[config.mk]
export PLATFORM = sky130hd
export DESIGN_NAME = lvds_rx_unpack
export DESIGN_NICKNAME = d
export VERILOG_FILES = /design/src/rtl/lvds_rx_pkg.sv /design/src/rtl/lvds_rx_shift.sv /design/src/rtl/lvds_rx_align.sv /design/src/rtl/lvds_rx_map.sv /design/src/rtl/lvds_rx_unpack.sv
export SDC_FILE = /design/constraint.sdc
export NUM_CORES = 1
export LEC_CHECK = 0
export CORE_ASPECT_RATIO = 1.1
export CORE_MARGIN = 8
export CORE_UTILIZATION = 55
export DETAILED_ROUTE_END_ITERATION = 10
export GPL_TIMING_DRIVEN = 1
export PLACE_DENSITY_LB_ADDON = 0.08
export SLEW_MARGIN = 25
export SYNTH_ARGS = -nofsm -noshare
export SYNTH_HDL_FRONTEND = slang
export SYNTH_HIERARCHICAL = 1
export SYNTH_SLANG_ARGS = --single-unit
[constraint.sdc]
create_clock -name clk -period 2.7 [get_ports clk]
set_clock_uncertainty 0.1 [all_clocks]
set_input_delay 0.54 -clock clk [delete_from_list [all_inputs] [get_ports clk]]
set_output_delay 0.54 -clock clk [all_outputs]
set_load 0.1 [all_outputs]
[src/rtl/lvds_rx_pkg.sv]
package lvds_rx_pkg;

   localparam int SLOTS = 7;

   // Bit 6 holds slot 0 (first received); the shape is symmetric, so
   // mirrored words carry the same value.
   localparam logic [SLOTS-1:0] CLK_WORD = 7'b1100011;

   typedef enum logic [1:0] {
      MAP_6B      = 2'd0,
      MAP_8B_LOW  = 2'd1,
      MAP_8B_HIGH = 2'd2,
      MAP_RSVD    = 2'd3
   } map_e;

   typedef struct packed {
      logic [7:0] red;
      logic [7:0] green;
      logic [7:0] blue;
      logic       hs;
      logic       vs;
      logic       de;
      logic       ctl3;
   } pix_t;

endpackage

[src/rtl/lvds_rx_shift.sv]
module lvds_rx_shift #(
   parameter int LANES = 5,
   parameter int DEPTH = 7
) (
   input  logic                        clk,
   input  logic                        rst_n,
   input  logic [LANES-1:0]            din,
   output logic [LANES-1:0][DEPTH-1:0] win
);

   initial assert (DEPTH >= 2 && LANES >= 1)
      else $error("lvds_rx_shift: DEPTH must be at least 2");

   // Newest slot enters at bit 0; bit DEPTH-1 is the oldest slot held.
   always_ff @(posedge clk) begin
      if (!rst_n) begin
         win <= '0;
      end else begin
         for (int i = 0; i < LANES; i++) begin
            win[i] <= {win[i][DEPTH-2:0], din[i]};
         end
      end
   end

endmodule

[src/rtl/lvds_rx_align.sv]
module lvds_rx_align
   import lvds_rx_pkg::*;
#(
   parameter int LOCK_WORDS = 3,
   parameter int DROP_WORDS = 2
) (
   input  logic             clk,
   input  logic             rst_n,
   input  logic [SLOTS-1:0] clk_win,
   output logic             locked,
   output logic             emit
);

   localparam int PH_W = $clog2(SLOTS);
   localparam int LW_W = $clog2(LOCK_WORDS + 1);
   localparam int DW_W = $clog2(DROP_WORDS + 1);

   initial assert (LOCK_WORDS >= 2 && DROP_WORDS >= 1)
      else $error("lvds_rx_align: LOCK_WORDS >= 2 and DROP_WORDS >= 1 required");

   logic            hunting;
   logic [PH_W-1:0] ph;
   logic [LW_W-1:0] hits;
   logic [DW_W-1:0] misses;
   logic            good;
   logic            boundary;

   assign good     = (clk_win == CLK_WORD);
   assign boundary = hunting ? good : (ph == PH_W'(SLOTS - 1));
   assign emit     = boundary && !hunting && good &&
                     (locked || hits == LW_W'(LOCK_WORDS - 1));

   always_ff @(posedge clk) begin
      if (!rst_n) begin
         hunting <= 1'b1;
         ph      <= '0;
         hits    <= '0;
         misses  <= '0;
         locked  <= 1'b0;
      end else begin
         ph <= (boundary || ph == PH_W'(SLOTS - 1)) ? '0 : ph + PH_W'(1);
         if (hunting) begin
            if (good) begin
               hunting <= 1'b0;
               hits    <= LW_W'(1);
               misses  <= '0;
            end
         end else if (boundary) begin
            if (!locked) begin
               if (!good) begin
                  hunting <= 1'b1;
                  hits    <= '0;
               end else if (hits == LW_W'(LOCK_WORDS - 1)) begin
                  locked <= 1'b1;
                  hits   <= '0;
               end else begin
                  hits <= hits + LW_W'(1);
               end
            end else begin
               if (good) begin
                  misses <= '0;
               end else if (misses == DW_W'(DROP_WORDS - 1)) begin
                  locked  <= 1'b0;
                  hunting <= 1'b1;
                  misses  <= '0;
               end else begin
                  misses <= misses + DW_W'(1);
               end
            end
         end
      end
   end

   AST_LOCK_ONLY_TRACKING: assert property (@(posedge clk) disable iff (!rst_n)
      locked |-> !hunting);
   AST_PHASE_RANGE: assert property (@(posedge clk) disable iff (!rst_n)
      ph < PH_W'(SLOTS));
   AST_LOCK_AFTER_RUN: assert property (@(posedge clk) disable iff (!rst_n)
      $rose(locked) |-> $past(hits) == LW_W'(LOCK_WORDS - 1));
   AST_DROP_AFTER_MISSES: assert property (@(posedge clk) disable iff (!rst_n)
      $fell(locked) |-> ($past(misses) == DW_W'(DROP_WORDS - 1)) && !$past(good));

endmodule

[src/rtl/lvds_rx_map.sv]
module lvds_rx_map
   import lvds_rx_pkg::*;
#(
   parameter int DATA_LANES = 4
) (
   input  logic [DATA_LANES-1:0][SLOTS-1:0] win,
   input  map_e                             mode,
   input  logic                             mirror,
   output pix_t                             pix
);

   initial assert (DATA_LANES == 3 || DATA_LANES == 4)
      else $error("lvds_rx_map: DATA_LANES must be 3 or 4");

   // Reorders a shift window so index s is slot s.
   function automatic logic [SLOTS-1:0] to_slots(input logic [SLOTS-1:0] w,
                                                 input logic rev);
      logic [SLOTS-1:0] o;
      for (int s = 0; s < SLOTS; s++) begin
         o[s] = rev ? w[s] : w[SLOTS-1-s];
      end
      return o;
   endfunction

   logic [SLOTS-1:0] sl [4];

   for (genvar l = 0; l < DATA_LANES; l++) begin : g_lane
      assign sl[l] = to_slots(win[l], mirror);
   end
   if (DATA_LANES == 3) begin : g_no_lane3
      assign sl[3] = '0;
   end

   logic [5:0] r6, g6, b6;
   logic [1:0] r2, g2, b2;

   assign r6 = {sl[0][1], sl[0][2], sl[0][3], sl[0][4], sl[0][5], sl[0][6]};
   assign g6 = {sl[1][2], sl[1][3], sl[1][4], sl[1][5], sl[1][6], sl[0][0]};
   assign b6 = {sl[2][3], sl[2][4], sl[2][5], sl[2][6], sl[1][0], sl[1][1]};
   assign r2 = {sl[3][5], sl[3][6]};
   assign g2 = {sl[3][3], sl[3][4]};
   assign b2 = {sl[3][1], sl[3][2]};

   always_comb begin
      pix.hs   = sl[2][2];
      pix.vs   = sl[2][1];
      pix.de   = sl[2][0];
      pix.ctl3 = sl[3][0];
      case (mode)
         MAP_8B_LOW: begin
            pix.red   = {r6, r2};
            pix.green = {g6, g2};
            pix.blue  = {b6, b2};
         end
         MAP_8B_HIGH: begin
            pix.red   = {r2, r6};
            pix.green = {g2, g6};
            pix.blue  = {b2, b6};
         end
         default: begin
            pix.red   = {r6, r6[5:4]};
            pix.green = {g6, g6[5:4]};
            pix.blue  = {b6, b6[5:4]};
         end
      endcase
   end

endmodule

[src/rtl/lvds_rx_unpack.sv]
module lvds_rx_unpack
   import lvds_rx_pkg::*;
#(
   parameter int DATA_LANES = 4,
   parameter int LOCK_WORDS = 3,
   parameter int DROP_WORDS = 2
) (
   input  logic                  clk,
   input  logic                  rst_n,
   input  logic                  lane_clk,
   input  logic [DATA_LANES-1:0] lane_data,
   input  logic [1:0]            map_sel,
   input  logic                  mirror,
   input  logic                  err_clr,
   output logic                  pix_valid,
   output logic [7:0]            pix_red,
   output logic [7:0]            pix_green,
   output logic [7:0]            pix_blue,
   output logic                  pix_hsync,
   output logic                  pix_vsync,
   output logic                  pix_de,
   output logic                  locked,
   output logic                  ctl3_err
);

   localparam int ALL_LANES = DATA_LANES + 1;

   initial assert (DATA_LANES == 3 || DATA_LANES == 4)
      else $error("lvds_rx_unpack: DATA_LANES must be 3 or 4");

   logic [ALL_LANES-1:0][SLOTS-1:0]  win;
   logic [DATA_LANES-1:0][SLOTS-1:0] data_win;
   logic                             emit;
   map_e                             mode;
   pix_t                             pix;
   logic                             wide;

   lvds_rx_shift #(.LANES(ALL_LANES), .DEPTH(SLOTS)) u_shift (
      .clk   (clk),
      .rst_n (rst_n),
      .din   ({lane_clk, lane_data}),
      .win   (win)
   );

   lvds_rx_align #(.LOCK_WORDS(LOCK_WORDS), .DROP_WORDS(DROP_WORDS)) u_align (
      .clk     (clk),
      .rst_n   (rst_n),
      .clk_win (win[DATA_LANES]),
      .locked  (locked),
      .emit    (emit)
   );

   assign data_win = win[DATA_LANES-1:0];
   assign mode     = map_e'(map_sel);
   assign wide     = (mode == MAP_8B_LOW) || (mode == MAP_8B_HIGH);

   lvds_rx_map #(.DATA_LANES(DATA_LANES)) u_map (
      .win    (data_win),
      .mode   (mode),
      .mirror (mirror),
      .pix    (pix)
   );

   always_ff @(posedge clk) begin
      if (!rst_n) begin
         pix_valid <= 1'b0;
         pix_red   <= '0;
         pix_green <= '0;
         pix_blue  <= '0;
         pix_hsync <= 1'b0;
         pix_vsync <= 1'b0;
         pix_de    <= 1'b0;
         ctl3_err  <= 1'b0;
      end else begin
         pix_valid <= emit;
         if (emit) begin
            pix_red   <= pix.red;
            pix_green <= pix.green;
            pix_blue  <= pix.blue;
            pix_hsync <= pix.hs;
            pix_vsync <= pix.vs;
            pix_de    <= pix.de;
         end
         if (emit && wide && pix.ctl3) begin
            ctl3_err <= 1'b1;
         end else if (err_clr) begin
            ctl3_err <= 1'b0;
         end
      end
   end

   AST_PIX_NEEDS_LOCK: assert property (@(posedge clk) disable iff (!rst_n)
      pix_valid |-> locked);
   AST_PIX_SPACED: assert property (@(posedge clk) disable iff (!rst_n)
      pix_valid |=> !pix_valid);
   AST_ERR_STICKY: assert property (@(posedge clk) disable iff (!rst_n)
      (ctl3_err && !err_clr) |=> ctl3_err);
   AST_ERR_FROM_PIXEL: assert property (@(posedge clk) disable iff (!rst_n)
      $rose(ctl3_err) |-> pix_valid);

endmodule

==> impl_metrics.env <==
export IMPL_timing_rr_start="u_align/ph[0]$_SDFF_PP0_"
export IMPL_final_area_um2=3790
export IMPL_syn_area_um2=3200
export IMPL_hpwl_mm=4.57
export IMPL_design_die_area_um2=8530
export IMPL_setup_ws_ps=446
export IMPL_routabilityCongestion=0.947
export IMPL_synth_fp_nets=322
export IMPL_final_setup_viol_count=0
export IMPL_die_x_um=88.8
export IMPL_wl_mm=6.61
export IMPL_grt_start_max_net_pins=73
export IMPL_drc_errors=0
export IMPL_regToRegSetupSlack_ps=520
export IMPL_drtPass1Iterations=4
export IMPL_synthXorXnorAreaFrac_pct=0.273
export IMPL_critPathKind="in2reg"
export IMPL_areaGrowthSynthToFinish_pct=18.4
export IMPL_ys_ff_latch=73
export IMPL_finalNetCount=369
export IMPL_worstPathRequired_ps=2880
export IMPL_finalSetupTns_ps=0
export IMPL_vdd_drop_max_mv=0.407
export IMPL_worst_pin_slew_ps=369
export IMPL_utilization_pct=66.6
export IMPL_met3_usage_pct=3.42
export IMPL_crit_arrival_ps=2440
export IMPL_synthCells=307
export IMPL_yosysWarningCount=6
export IMPL_ant_nets=0
export IMPL_synth_cell_type_count=41
export IMPL_min_path_cells=2
export IMPL_maxSlewViolCount=0
export IMPL_drt_initial_drc_count=101
export IMPL_seq_area_frac_synth_pct=45.6
export IMPL_num_rows=29
export IMPL_synthSimpleGateAreaFrac_pct=21.4
export IMPL_start_kind="input pin"
export IMPL_timing_final_crit_share_pct=83.5
export IMPL_p_per_area_nw_per_um2=529
export IMPL_ctsResizeCount=0
export IMPL_met1_usage_pct=20.2
export IMPL_diodes=0
export IMPL_cap_violations=0
export IMPL_wl_per_cell_um=15.1
export IMPL_r2r_end="pix_red[5]$_SDFFE_PN0P_"
export IMPL_drive_gt1_share_pct=29.8
export IMPL_rsz0062_at_grt="no"
export IMPL_grt_overflow=0
export IMPL_synth_fa_ha_area_share_pct=1.56
export IMPL_first_global_vias=2227
export IMPL_grt_total_usage_pct=16.6
export IMPL_busiest_layer="met2"
export IMPL_post_cts_setup_buffer_count=0
export IMPL_worstPathMaxFanout=8
export IMPL_num_vias=2274
export IMPL_synth_compound_area_share_pct=9.29
export IMPL_clock_sinks=73
export IMPL_period_needed_ps=2250
export IMPL_path_clk_slew_ps=70
export IMPL_viasPerCell=5.22
export IMPL_cts_buffers=9
export IMPL_outcome="complete, no violations"
export IMPL_fmax_mhz=444
export IMPL_p_leak_uw=0.00150
export IMPL_ios=41
export IMPL_final_hold_violation_count=0
export IMPL_avgSynthCellArea_um2=10.4
export IMPL_coreArea_um2=5700
export IMPL_pre_cts_slack_ps=112
export IMPL_use_met2_pct=26.7
export IMPL_cp_endpoint="pix_blue[7]$_SDFFE_PN0P_"
export IMPL_rr_worst_depth=8
export IMPL_clock_tree_buffer_depth=2
export IMPL_cp_startpoint="map_sel[0]"
export IMPL_synth_mux_area_share_pct=16.5
export IMPL_grt_pass1_wl_mm=10.8
export IMPL_cts_hold_buf=0
export IMPL_start_util_pct=56.2
export IMPL_hp_class="reg2reg"
export IMPL_cp_end_kind="flop"
export IMPL_ctsHtreeMaxLevel=3
export IMPL_place_area_um2=3620
export IMPL_synth_top_family_by_area="simple AND/OR/NAND/NOR gates"
export IMPL_port_buffers=40
export IMPL_dieHeight_um=96.1
export IMPL_relSlewSlack_pct=74.7
export IMPL_cts_tree="done"
export IMPL_ctsRootBufferMaster="clkbuf_8"
export IMPL_antenna_found_initial=0
export IMPL_hold_slack_ps=334
export IMPL_clkLatencyLatePin_ps=340
==> worst max-delay path, cell delays in order <==
cell and delay [ps]:
clkdlybuf4s50_1 480, inv_1 50, ha_1 370, nand2b_1 300, buf_4 220, o21ai_0 250, mux2i_1 110, nor2b_1 110
==> cell families (layout without fill, tap and decap cells) <==
kind of cell | count (synthesis) | count (layout)
flip-flops | 73 | 73
adder cells (fa/ha/maj) | 4 | 4
buffers and inverters | 24 | 76
multiplexers | 52 | 52
AND/OR/NAND/NOR | 107 | 107
XOR/XNOR | 1 | 1
AO/OA/AOI/OAI | 46 | 46
==> state kept, by name (all words and copies together) (netlist names), 2 cells and up <==
signal          count
u_shift/win        35
u_align/ph          3
u_align/misses      2
pix_green           8
u_align/hits        2
pix_red             8
pix_blue            8
==> layout make-up <==
| cell class | instances | area [um^2] |
|---|---|---|
| flip-flops and latches | 73 | 1460 |
| multi-input cells | 210 | 1580 |
| clock inverters | 3 | 15.0 |
| inverters | 6 | 22.5 |
| clock buffers | 13 | 159 |
| well taps | 77 | 96.3 |
| fillers | 476 | 1900 |
| repair buffers | 54 | 455 |
==> synth_stat cells, drive strengths merged <==
master	n	area share, %
dfxtp	73	46
mux2i	46	14
and2	36	8.4
nor2b	30	5.9
o21ai	15	2.3
nand2	14	1.7
buf	10	3.6
a21oi	9	1.4
o22ai	9	1.8
clkbuf	8	1.1
inv	6	0.70
mux2	6	2.1
nand2b	6	1.2
nor2	6	0.70
ha	4	1.6
a21o	3	0.70
nand3	3	0.47
or3	3	0.94
a221oi	2	0.74
nand3b	2	0.47
nand4	2	0.39
o221ai	2	0.55
a21boi	1	0.23
a22o	1	0.27
a22oi	1	0.23
a32o	1	0.31
and2b	1	0.23
and4bb	1	0.39
nor3	1	0.16
o31ai	1	0.23
o32ai	1	0.51
or2	1	0.20
or4b	1	0.31
xor2	1	0.27
==> how the worst min path moves through the flow <==
stage	from	to	slack, ps
2_1_floorplan	u_align/misses[1]$_SDFFE_PN0P_	u_align/misses[1]$_SDFFE_PN0P_	310
3_5_place_dp	u_align/misses[1]$_SDFFE_PN0P_	u_align/misses[1]$_SDFFE_PN0P_	330
3_3_place_gp	u_align/misses[1]$_SDFFE_PN0P_	u_align/misses[1]$_SDFFE_PN0P_	320
5_1_grt	u_align/misses[1]$_SDFFE_PN0P_	u_align/misses[1]$_SDFFE_PN0P_	350
4_1_cts	u_align/misses[1]$_SDFFE_PN0P_	u_align/misses[1]$_SDFFE_PN0P_	340
6_report	u_align/misses[1]$_SDFFE_PN0P_	u_align/misses[1]$_SDFFE_PN0P_	330
==> report_power, final <==
group	switching, uW	internal, uW
combinational	76.9	76.1
sequential	11.1	1090
clock	372	380
==> cell usage in the layout, fill, tap and decap left out, drive strengths merged, types with 6 or more instances in the layout <==
cell,instances
and2,36
a21oi,9
buf,44
nor2,6
clkbuf,13
inv,6
dfxtp,73
nand2b,6
nor2b,30
o21ai,15
mux2,6
o22ai,9
mux2i,46
clkdlybuf4s50,10
nand2,14
==> metrics by stage <==
stage,instances,total power (uW)
6_report,436,2010
5_1_grt,436,2090
4_1_cts,436,2040
3_5_place_dp,420,1280
3_3_place_gp,420,1280
2_1_floorplan,307,1230
==> per-layer routing <==
layer,part of all wire (%),wire length [um]
met5,0,0
met4,2.3,149
met3,4.3,284
met2,49,3240
met1,44,2930
Note: power is estimated with default switching activity, not from simulation.
